$ cat src/rtl/lsreg_pkg.sv
package lsreg_pkg;
   typedef enum logic [1:0] {
      OP_HOLD  = 2'd0,
      OP_SHIFT = 2'd1,
      OP_LOAD  = 2'd2
   } lsreg_op_e;
endpackage

$ cat src/rtl/lsreg_sync.sv
module lsreg_sync #(
   parameter int STAGES = 2
) (
   input  logic clk,
   input  logic rst_n,
   input  logic d_i,
   output logic q_o
);
   initial begin
      if (STAGES < 2) $error("lsreg_sync: STAGES must be at least 2");
   end

   logic [STAGES-1:0] chain;

   always_ff @(posedge clk) begin
      if (!rst_n) chain <= '0;
      else        chain <= {chain[STAGES-2:0], d_i};
   end

   assign q_o = chain[STAGES-1];
endmodule

$ cat src/rtl/lsreg_fall_det.sv
module lsreg_fall_det (
   input  logic clk,
   input  logic rst_n,
   input  logic s_i,
   output logic fall_o
);
   logic prev;

   always_ff @(posedge clk) begin
      if (!rst_n) prev <= 1'b0;
      else        prev <= s_i;
   end

   assign fall_o = prev & ~s_i;
endmodule

$ cat src/rtl/lsreg_core.sv
module lsreg_core
   import lsreg_pkg::*;
#(
   parameter int WIDTH = 4
) (
   input  logic             clk,
   input  logic             rst_n,
   input  lsreg_op_e        op_i,
   input  logic             ser_i,
   input  logic [WIDTH-1:0] par_i,
   output logic [WIDTH-1:0] q_o
);
   logic [WIDTH-1:0] q_r;
   logic [WIDTH-1:0] shifted;

   generate
      for (genvar i = 0; i < WIDTH; i++) begin : g_stage
         if (i == 0) begin : g_head
            assign shifted[i] = ser_i;
         end else begin : g_body
            assign shifted[i] = q_r[i-1];
         end
      end
   endgenerate

   always_ff @(posedge clk) begin
      if (!rst_n) begin
         q_r <= '0;
      end else begin
         case (op_i)
            OP_SHIFT: q_r <= shifted;
            OP_LOAD:  q_r <= par_i;
            default:  q_r <= q_r;
         endcase
      end
   end

   assign q_o = q_r;
endmodule

$ cat src/rtl/lsreg_dual_strobe.sv
module lsreg_dual_strobe
   import lsreg_pkg::*;
#(
   parameter int WIDTH       = 4,
   parameter int SYNC_STAGES = 2
) (
   input  logic             clk,
   input  logic             rst_n,
   input  logic             shift_stb_i,
   input  logic             load_stb_i,
   input  logic             mode_i,
   input  logic             ser_i,
   input  logic [WIDTH-1:0] par_i,
   output logic [WIDTH-1:0] q_o
);
   initial begin
      if (WIDTH < 2)       $error("lsreg_dual_strobe: WIDTH must be at least 2");
      if (SYNC_STAGES < 2) $error("lsreg_dual_strobe: SYNC_STAGES must be at least 2");
   end

   logic shift_s, load_s, mode_s;
   logic shift_fall, load_fall;
   lsreg_op_e op;

   lsreg_sync #(.STAGES(SYNC_STAGES)) u_sync_shift (
      .clk(clk), .rst_n(rst_n), .d_i(shift_stb_i), .q_o(shift_s));
   lsreg_sync #(.STAGES(SYNC_STAGES)) u_sync_load (
      .clk(clk), .rst_n(rst_n), .d_i(load_stb_i), .q_o(load_s));
   lsreg_sync #(.STAGES(SYNC_STAGES)) u_sync_mode (
      .clk(clk), .rst_n(rst_n), .d_i(mode_i), .q_o(mode_s));

   lsreg_fall_det u_fall_shift (
      .clk(clk), .rst_n(rst_n), .s_i(shift_s), .fall_o(shift_fall));
   lsreg_fall_det u_fall_load (
      .clk(clk), .rst_n(rst_n), .s_i(load_s), .fall_o(load_fall));

   always_comb begin
      op = OP_HOLD;
      if (mode_s) begin
         if (load_fall) op = OP_LOAD;
      end else begin
         if (shift_fall) op = OP_SHIFT;
      end
   end

   lsreg_core #(.WIDTH(WIDTH)) u_core (
      .clk(clk), .rst_n(rst_n), .op_i(op), .ser_i(ser_i),
      .par_i(par_i), .q_o(q_o));
endmodule

$ cat config.mk
export PLATFORM = sky130hd
export DESIGN_NAME = lsreg_dual_strobe
export DESIGN_NICKNAME = d
export VERILOG_FILES = /design/src/rtl/lsreg_pkg.sv /design/src/rtl/lsreg_sync.sv /design/src/rtl/lsreg_fall_det.sv /design/src/rtl/lsreg_core.sv /design/src/rtl/lsreg_dual_strobe.sv
export SDC_FILE = /design/constraint.sdc
export NUM_CORES = 1
export LEC_CHECK = 0
export BUFFER_PORTS_ARGS = -buffer_cell sky130_fd_sc_hd__buf_2
export CAP_MARGIN = 20
export CORE_MARGIN = 2
export CORE_UTILIZATION = 25
export CTS_BUF_LIST = sky130_fd_sc_hd__clkbuf_4 sky130_fd_sc_hd__clkbuf_8 sky130_fd_sc_hd__clkbuf_16
export CTS_CLUSTER_SIZE = 28
export DETAILED_ROUTE_END_ITERATION = 16
export GPL_TIMING_DRIVEN = 1
export PLACE_DENSITY = 0.48
export SETUP_SLACK_MARGIN = 0.5
export SLEW_MARGIN = 20
export SYNTH_ARGS = -nofsm -noshare
export SYNTH_HDL_FRONTEND = slang
export SYNTH_SLANG_ARGS = --single-unit
$ cat constraint.sdc
create_clock -name clk -period 3.2 [get_ports clk]
set_input_delay 0.16 -clock clk [delete_from_list [all_inputs] [get_ports clk]]
set_output_delay 0.16 -clock clk [all_outputs]
set_load 0.005 [all_outputs]
# ---- Yosys cells after proc, flatten, opt, wreduce, memory -nomap -nowiden
# Cells that the tools add are included.
dict set report word_totals {
  inputBits 10
  elab_cells 17
  regBits 12
  out_inout_bits 4
}
dict set report op_classes {
  muxes 4
  bitwise_logic 4
  n_eq_ne 2
  n_reduce_logical 1
}
# op n
set ops {}
lappend ops {{$pmux W4 S2} 1}
lappend ops {{$mux W2} 2}
lappend ops {{$and A1 B1 Y1} 2}
lappend ops {{$eq A2 B1 Y1 const B} 1}
lappend ops {{$eq A2 B2 Y1 const B} 1}
lappend ops {{$not A1 Y1} 2}
lappend ops {{$reduce_bool A2 Y1} 1}
lappend ops {{$mux W1} 1}

# ---- Depth between registers and ports, before layout
# Gate-level depths: netlist of run 1.
dict set report logic_depth {
  depth_word 6
  mapped_depth 4
  depth_no_buf 3
}

# ---- By module
# A second synthesis of run 1 with hierarchy kept.
dict set report unflattened {
  hier_cells 38
  hier_area_um2 452.9
}
# mod n_inst area_per_inst_um2 cells_per_inst
set modules_own_cells {}
lappend modules_own_cells {lsreg_core 1 206.4 18}
lappend modules_own_cells {lsreg_sync 3 52.6 4}
lappend modules_own_cells {lsreg_fall_det 2 36.3 3}
lappend modules_own_cells {lsreg_dual_strobe 1 16.3 2}

# ---- Worst setup path before layout of run 1
# Ideal clock, no wire load.
dict set report synth_path {
  path_type {flip-flop to flip-flop}
  from {register u_sync_mode.chain[1]}
  to {register u_core.q_r[1], in the netlist u_core.q_o[1]}
  n_path_buf 1
  slack_ns 2.199
  required_time_ns 3.127
  stages_incl_launch_ff 5
  synth_period_minus_slack_ns 1.001
  t_arrival_ns 0.929
  cell_sequence {dfxtp_1 > and3b_1 > buf_6 > or2_4 > o22ai_2}
}
dict set report synth_via {
  elab_chain_len 3
  word_cells_on_any_way 5
  classes_between {eq/ne: 2; mux: 2; reduce/logical: 1}
}
# element line
set synth_lines {}
lappend synth_lines {{start: declaration} lsreg_sync.sv:13} ;# logic [STAGES-1:0] chain;
lappend synth_lines {{start signal: assignment} lsreg_sync.sv:17} ;# else chain <= {chain[STAGES-2:0], d_i};
lappend synth_lines {{$mux W2 (*)} lsreg_dual_strobe.sv:39} ;# if (mode_s) begin
lappend synth_lines {{$eq A2 B2 Y1 or $eq A2 B1 Y1 (tied branches)} lsreg_core.sv:30} ;# case (op_i)
lappend synth_lines {{$pmux W4 S2 or $reduce_bool A2 Y1 (tied branches)} n/a}
lappend synth_lines {{end signal: assignment} lsreg_core.sv:31} ;# OP_SHIFT: q_r <= shifted;
lappend synth_lines {{end signal: assignment} lsreg_core.sv:32} ;# OP_LOAD: q_r <= par_i;
lappend synth_lines {{end signal: assignment} lsreg_core.sv:33} ;# default: q_r <= q_r;
lappend synth_lines {{end: declaration} lsreg_core.sv:13} ;# logic [WIDTH-1:0] q_r;
# Every way passes the cells marked *; elsewhere a longest branch is shown, timed or not.
# A chain may end at the register's enable or synchronous reset.

# ---- Worst setup path in the final report of run 1
dict set report layout_path {
  from {register u_sync_mode.chain[1]}
  to {register u_core.q_r[2], in the netlist u_core.q_o[2]}
}
# The elaborated chain is that of the path after synthesis.

==> results of run 1 <==
cells in the mapped netlist:
library cell	count
inv_1	2
nor3b_2	1
and3b_1	1
a21oi_1	1
and2_1	8
o22ai_2	1
buf_6	1
dfxtp_1	12
or2_4	1
clkbuf_1	1
a22oi_1	3
nand2b_1	1
nand2_1	3
a221oi_2	1
o22ai_1	2
state kept, by name, summed over array words and instances (netlist names):
register            flops
u_core.q_o              4
u_fall_load.prev        1
u_fall_shift.prev       1
u_sync_load.chain       2
u_sync_mode.chain       2
u_sync_shift.chain      2
cell families (layout without fill, tap and decap cells):
kind of cell	Yosys count	in the layout	share of synthesized area [%]
compound gates	8	8	15.8
buf+inv	4	19	5.26
flops	12	12	56.1
simple gates	15	15	22.8
through the flow:
| stage | power, mW | instance area, um^2 | hold slack, ns | setup WS (ns) |
|---|---|---|---|---|
| 2_1_floorplan | 0.166 | 428 | 0.287 | 2.20 |
| 3_3_place_gp | 0.173 | 498 | 0.368 | 2.14 |
| 3_5_place_dp | 0.173 | 498 | 0.371 | 2.10 |
| 4_1_cts | 0.292 | 534 | 0.0846 | 2.08 |
| 5_1_grt | 0.300 | 534 | 0.0853 | 1.98 |
| 6_report | 0.286 | 534 | 0.0963 | 2.09 |
placed cells by master (no fill, tap or decap), types with 2 or more instances in the layout:
| master | instances |
|---|---|
| a22oi_1 | 3 |
| and2_1 | 8 |
| buf_2 | 13 |
| clkbuf_4 | 3 |
| dfxtp_1 | 12 |
| inv_1 | 2 |
| nand2_1 | 3 |
| o22ai_1 | 2 |
cell type report:
cell class / instances / area share (%)
Tap cell: 16 / 3.75
Multi-Input combinational cell: 23 / 30.9
Inverter: 2 / 1.41
Timing Repair Buffer: 13 / 12.2
Sequential cell: 12 / 45.0
Clock buffer: 4 / 6.79
worst max path at each step:
stage,from,endpoint
after global placement,u_sync_mode.chain[1],u_core.q_o[2]
after detailed placement,u_sync_mode.chain[1],u_core.q_o[2]
after CTS,u_sync_mode.chain[1],u_core.q_o[2]
after global routing,u_sync_mode.chain[1],u_core.q_o[2]
final,u_sync_mode.chain[1],u_core.q_o[2]
after floorplan,u_sync_mode.chain[1],u_core.q_o[1]
power breakdown:
group / internal (mW) / leakage [nW] / total, mW / switching (mW)
Sequential: 0.154 / 0.0982 / 0.155 / 0.00151
Clock: 0.0691 / 0.0210 / 0.117 / 0.0477
Combinational: 0.00782 / 0.121 / 0.0139 / 0.00608
layer usage:
layer / share of wire (%) / vias up / GRT usage (%)
li1: - / 162 / -
met1: 51 / 127 / 8.31
met2: 40 / 11 / 10.6
met3: 8.5 / 0 / 5.95
met4: 0 / 0 / 3.53
met5: 0 / - / 0
critical path, stage by stage, from the launching register on:
cell and delay (ns):
dfxtp_1 0.32, nor3b_2 0.34, a21oi_1 0.14, a221oi_2 0.23
==> flow_metrics.py, run 1 <==
metrics = {
    "synth": {
        "synth_top_area_share_pct": 56.1,
        "ys_top_cells_by_area": "dfxtp_1 (56%), and2_1 (12%), a22oi_1 (5.3%)",
        "netlist_area_um2": 428,
        "yosys.area.top_type": "dfxtp_1",
        "synth.net_count": 49,
        "ys_seq_area_share_pct": 56.1,
        "yosysWarnings": 0,
        "ys_ff_latch": 12,
        "netlist-cell-type-count": 15,
        "synthCells": 39,
        "syn_avg_cell_area_um2": 11.0,
    },
    "clock_tree": {
        "insertion_delay_ns": 0.27,
        "cts-htree-levels": 1,
        "cts_root_buffer": "clkbuf_4",
        "cts_buffers": 3,
        "tritoncts": "yes",
        "clk_path_buf_depth": 2,
        "postCtsSetupBuffers": 0,
        "holdBufCountCts": 0,
        "postCtsResizedCells": 0,
        "clkTransAtPathRegs_ns": 0.07,
        "numClockSinks": 12,
    },
    "floorplan": {
        "rows": 14,
        "initial_utilization_pct": 27.4,
        "io_pins": 14,
        "die_w_um": 45.4,
        "die_h_um": 45.4,
        "die_area_um2": 2060,
        "core_um2": 1560,
    },
    "place": {
        "gp_congestion": 0.677,
        "dp.final_hpwl_um": 509,
        "dp.cells": 66,
        "portBuffers": 13,
    },
    "outcome": {
        "status": "complete, no violations",
    },
    "sta": {
        "fmax_ghz": 0.902,
        "rsz0062_at_grt": "no",
        "min_period_ns": 1.11,
        "period_share_pct": 34.6,
        "tns_ns": 0,
        "slew_headroom_pct": 76.5,
        "slew_viol_final": 0,
        "fin_skew_ns": 0.00376,
        "setup_viol": 0,
        "final-hold-violation-count": 0,
        "worst_pin_slew_ns": 0.351,
    },
    "grt": {
        "grt_use_total_pct": 7.57,
        "grt_first_pass_wirelength_um": 1040,
        "antenna_found_initial": 0,
        "grt_max_degree": 13,
        "grt_pass1_vias": 259,
        "gr-total-overflow": 0,
    },
    "worst_setup_path": {
        "start_kind": "flop",
        "critPathKind": "reg2reg",
        "critPathCaptureType": "flop",
        "regToRegSetupSlack_ns": 2.09,
        "arrival_ns": 1.30,
        "worstRegToRegCells": 3,
        "cp_max_fo": 6,
        "timing.rr.end": "u_core.q_o[2]",
        "required_ns": 3.39,
        "r2r_start": "u_sync_mode.chain[1]",
    },
    "routing": {
        "firstDrtPassIters": 1,
        "vias_per_cell": 4.29,
        "routed_wl_um": 671,
        "drc": 0,
        "wl_per_cell_um": 9.59,
        "dr.first_iter.drc_count": 0,
        "ant_nets": 0,
        "vias": 300,
    },
    "job": {
        "maxCapViolCount": 0,
    },
    "layout": {
        "fillers": 166,
        "drive_above_1_share_pct": 38.9,
        "final_core_util_pct": 34.3,
        "finalNonFillerCells": 70,
        "finalNetCount": 65,
        "area_growth_syn_to_layout_pct": 24.9,
        "regArea_um2": 240,
        "multiInputGateArea_um2": 165,
        "antenna_cells": 0,
    },
    "min_path": {
        "whs_endpoint": "u_sync_load.chain[0]",
        "min-delay-start": "load_stb_i",
        "hold_depth": 2,
        "hold_class": "in2reg",
    },
    "power_and_ir_drop": {
        "cellPowerDensity_nw_per_um2": 536,
        "leakagePower_nw": 0.241,
        "irDropWorstVdd_mv": 0.295,
    },
}
(Power assumes the default switching activity.)
==> run 2, diff against run 1 <==
--- a/config.mk
+++ b/config.mk
@@ -5,6 +5,7 @@
 export SDC_FILE = /design/constraint.sdc
 export NUM_CORES = 1
 export LEC_CHECK = 0
+export ABC_AREA = 1
 export BUFFER_PORTS_ARGS = -buffer_cell sky130_fd_sc_hd__buf_2
 export CAP_MARGIN = 20
 export CORE_MARGIN = 2
@@ -13,7 +14,7 @@
 export CTS_CLUSTER_SIZE = 28
 export DETAILED_ROUTE_END_ITERATION = 16
 export GPL_TIMING_DRIVEN = 1
-export PLACE_DENSITY = 0.48
+export PLACE_DENSITY = 0.49
 export SETUP_SLACK_MARGIN = 0.5
 export SLEW_MARGIN = 20
 export SYNTH_ARGS = -nofsm -noshare
==> constraint.sdc (replaced) <==
create_clock -name clk -period 0.95 [get_ports clk]
set_input_delay 0.0475 -clock clk [delete_from_list [all_inputs] [get_ports clk]]
set_output_delay 0.0475 -clock clk [all_outputs]
set_load 0.005 [all_outputs]
==> flow_metrics.py, run 2 <==
metrics = {
    "outcome": {
        "status": "finished, violations left",
        "violations": "hold timing",
    },
    "min_path": {
        "hold_class": "in2reg",
        "whs_endpoint": "u_sync_mode.chain[0]",
        "min-delay-start": "mode_i",
        "hold_depth": 3,
    },
    "floorplan": {
        "io_pins": 14,
        "core_um2": 1710,
        "initial_utilization_pct": 26.3,
        "die_area_um2": 2150,
        "die_h_um": 46.4,
        "die_w_um": 46.4,
        "rows": 15,
    },
    "sta": {
        "slew_headroom_pct": 87.0,
        "hold_ws_ns": -0.0446,
        "period_share_pct": 94.2,
        "fin_skew_ns": 0.00131,
        "worst_pin_slew_ns": 0.195,
        "setup_viol": 0,
        "fmax_ghz": 1.12,
        "rsz0062_at_grt": "yes",
        "min_period_ns": 0.895,
        "final-hold-violation-count": 3,
        "slew_viol_final": 0,
    },
    "layout": {
        "antenna_cells": 0,
        "finalNetCount": 85,
        "area_growth_syn_to_layout_pct": 37.9,
        "largest_reg_flops": 4,
        "regArea_um2": 251,
        "fin_area_um2": 619,
        "fillers": 184,
        "multiInputGateArea_um2": 170,
        "final_core_util_pct": 36.3,
        "layout_commonest_cell": "inv_1",
        "drive_above_1_share_pct": 41.9,
        "mostFrequentLayoutCells": "inv_1 (13), nand2_1 (12), buf_2 (11)",
    },
    "worst_setup_path": {
        "cp_max_fo": 6,
        "timing.rr.end": "u_core.q_o[3]",
        "regToRegSetupSlack_ns": 0.06,
        "critPathCaptureType": "flop",
        "critPathKind": "reg2reg",
        "start_kind": "flop",
        "arrival_ns": 1.10,
        "r2r_start": "u_sync_mode.chain[1]",
        "required_ns": 1.15,
        "worstRegToRegCells": 5,
    },
    "routing": {
        "routed_wl_um": 840,
        "dr.first_iter.drc_count": 10,
        "wl_per_cell_um": 8.48,
        "firstDrtPassIters": 2,
        "ant_nets": 0,
        "vias": 401,
        "drc": 0,
        "vias_per_cell": 4.05,
    },
    "power_and_ir_drop": {
        "leakagePower_nw": 0.315,
        "irDropWorstVdd_mv": 0.841,
        "cellPowerDensity_nw_per_um2": 1600,
    },
    "grt": {
        "use_met3_pct": 4.71,
        "grt_first_pass_wirelength_um": 1290,
        "grt_pass1_vias": 318,
        "grt_use_total_pct": 9.14,
        "busiest_layer": "met2",
        "gr-total-overflow": 0,
        "antenna_found_initial": 0,
        "grt_max_degree": 10,
        "grt.met1_usage_pct": 9.48,
        "met2_usage_pct": 13.9,
    },
    "job": {
        "maxCapViolCount": 0,
    },
    "synth": {
        "syn_avg_cell_area_um2": 7.74,
        "synth_top_area_share_pct": 53.5,
        "yosysMostFrequentCell": "inv_1",
        "ys_top_cells_by_area": "dfxtp_1 (53%), inv_1 (12%), nand3_1 (10%)",
        "synth_edf_count": 0,
        "yosysWarnings": 0,
        "synthTopCellsByCount": "inv_1 (14), dfxtp_1 (12), nand2_1 (12)",
        "netlist_area_um2": 449,
        "netlist-cell-type-count": 9,
        "yosys.area.top_type": "dfxtp_1",
        "ys_dominant_reg_cell": "dfxtp_1",
        "synthCells": 58,
        "ys_ff_latch": 12,
        "async_flop_share_pct": 0,
        "synth.net_count": 68,
        "ys_seq_area_share_pct": 53.5,
    },
    "place": {
        "post_dp_cell_area_um2": 551,
        "dp.final_hpwl_um": 622,
        "gp_congestion": 0.800,
        "portBuffers": 13,
    },
    "clock_tree": {
        "numClockSinks": 12,
        "tritoncts": "yes",
        "clkTransAtPathRegs_ns": 0.08,
        "cts_root_buffer": "clkbuf_4",
        "postCtsSetupBuffers": 0,
        "insertion_delay_ns": 0.27,
        "cts-htree-levels": 1,
        "cts_buffers": 3,
        "clk_path_buf_depth": 2,
    },
}
-- run 2: cell count changes after synthesis, moves of 2 or more --
cell     change
and2_1       -8
a21oi_1      +3
nand2_1      +9
nand4_1      +4
inv_1       +12
nand3_1      +9
a22oi_1      -3
o22ai_1      -2
-- run 2: per-layer routing --
metal | routed length, um | part of all wire, %
met5 | 0 | 0
met4 | 23 | 2.7
met3 | 38 | 4.5
met2 | 389 | 46
met1 | 388 | 46
-- run 2: critical path, stage by stage, from the launching register on --
cell	delay, ns
dfxtp_4	0.37
nor2_4	0.16
nand3_1	0.09
nand2_1	0.07
inv_1	0.04
a21oi_1	0.10
-- run 2: final cells by class --
cell class,instances,area share [%]
repair buffers,13,12.5
clock buffers,4,5.86
inverters,14,8.48
well taps,25,5.05
multi-input cells,31,27.5
flip-flops and latches,12,40.6
-- run 2: cell families (layout without fill, tap and decap cells) --
group | count (synthesis) | after routing | synth area share [%]
DFF | 12 | 12 | 53.5
and+or+nand+nor | 27 | 27 | 29.5
buffers and inverters | 15 | 31 | 12.5
AOI/OAI and AO/OA | 4 | 4 | 4.46
-- run 2: worst max path at each step --
stage                         end  slack, ns            startpoint
floorplan           u_core.q_o[0]       0.18  u_sync_mode.chain[1]
global placement    u_core.q_o[0]       0.12  u_sync_load.chain[1]
detailed placement  u_core.q_o[0]       0.11  u_sync_load.chain[1]
CTS                 u_core.q_o[0]       0.09  u_sync_mode.chain[1]
global route        u_core.q_o[1]      -0.02  u_sync_mode.chain[1]
finish              u_core.q_o[3]       0.06  u_sync_mode.chain[1]
-- run 2: power breakdown --
group,internal [mW],switching [mW]
combinational,0.0254,0.0292
clock,0.233,0.173
sequential,0.518,0.0122
total,0.776,0.214
-- run 2: per-stage QoR --
step	TNS, ns	instances	power [mW]	setup WS, ns	hold slack, ns
finish	0	99	0.990	0.0551	-0.0446
floorplan	0	58	0.569	0.178	0.145
CTS	0	99	1.01	0.0898	-0.0555
global route	-0.0620	99	1.04	-0.0217	-0.0549
detailed placement	0	95	0.596	0.108	0.235
global placement	0	95	0.594	0.117	0.228
-- run 2: repair_timing --
item	4_1_cts	5_1_grt
pin swaps	0	1
setup endpoints to repair	13	13
resized for setup	4	7
hold endpoints to repair	3	3
cloned	0	0
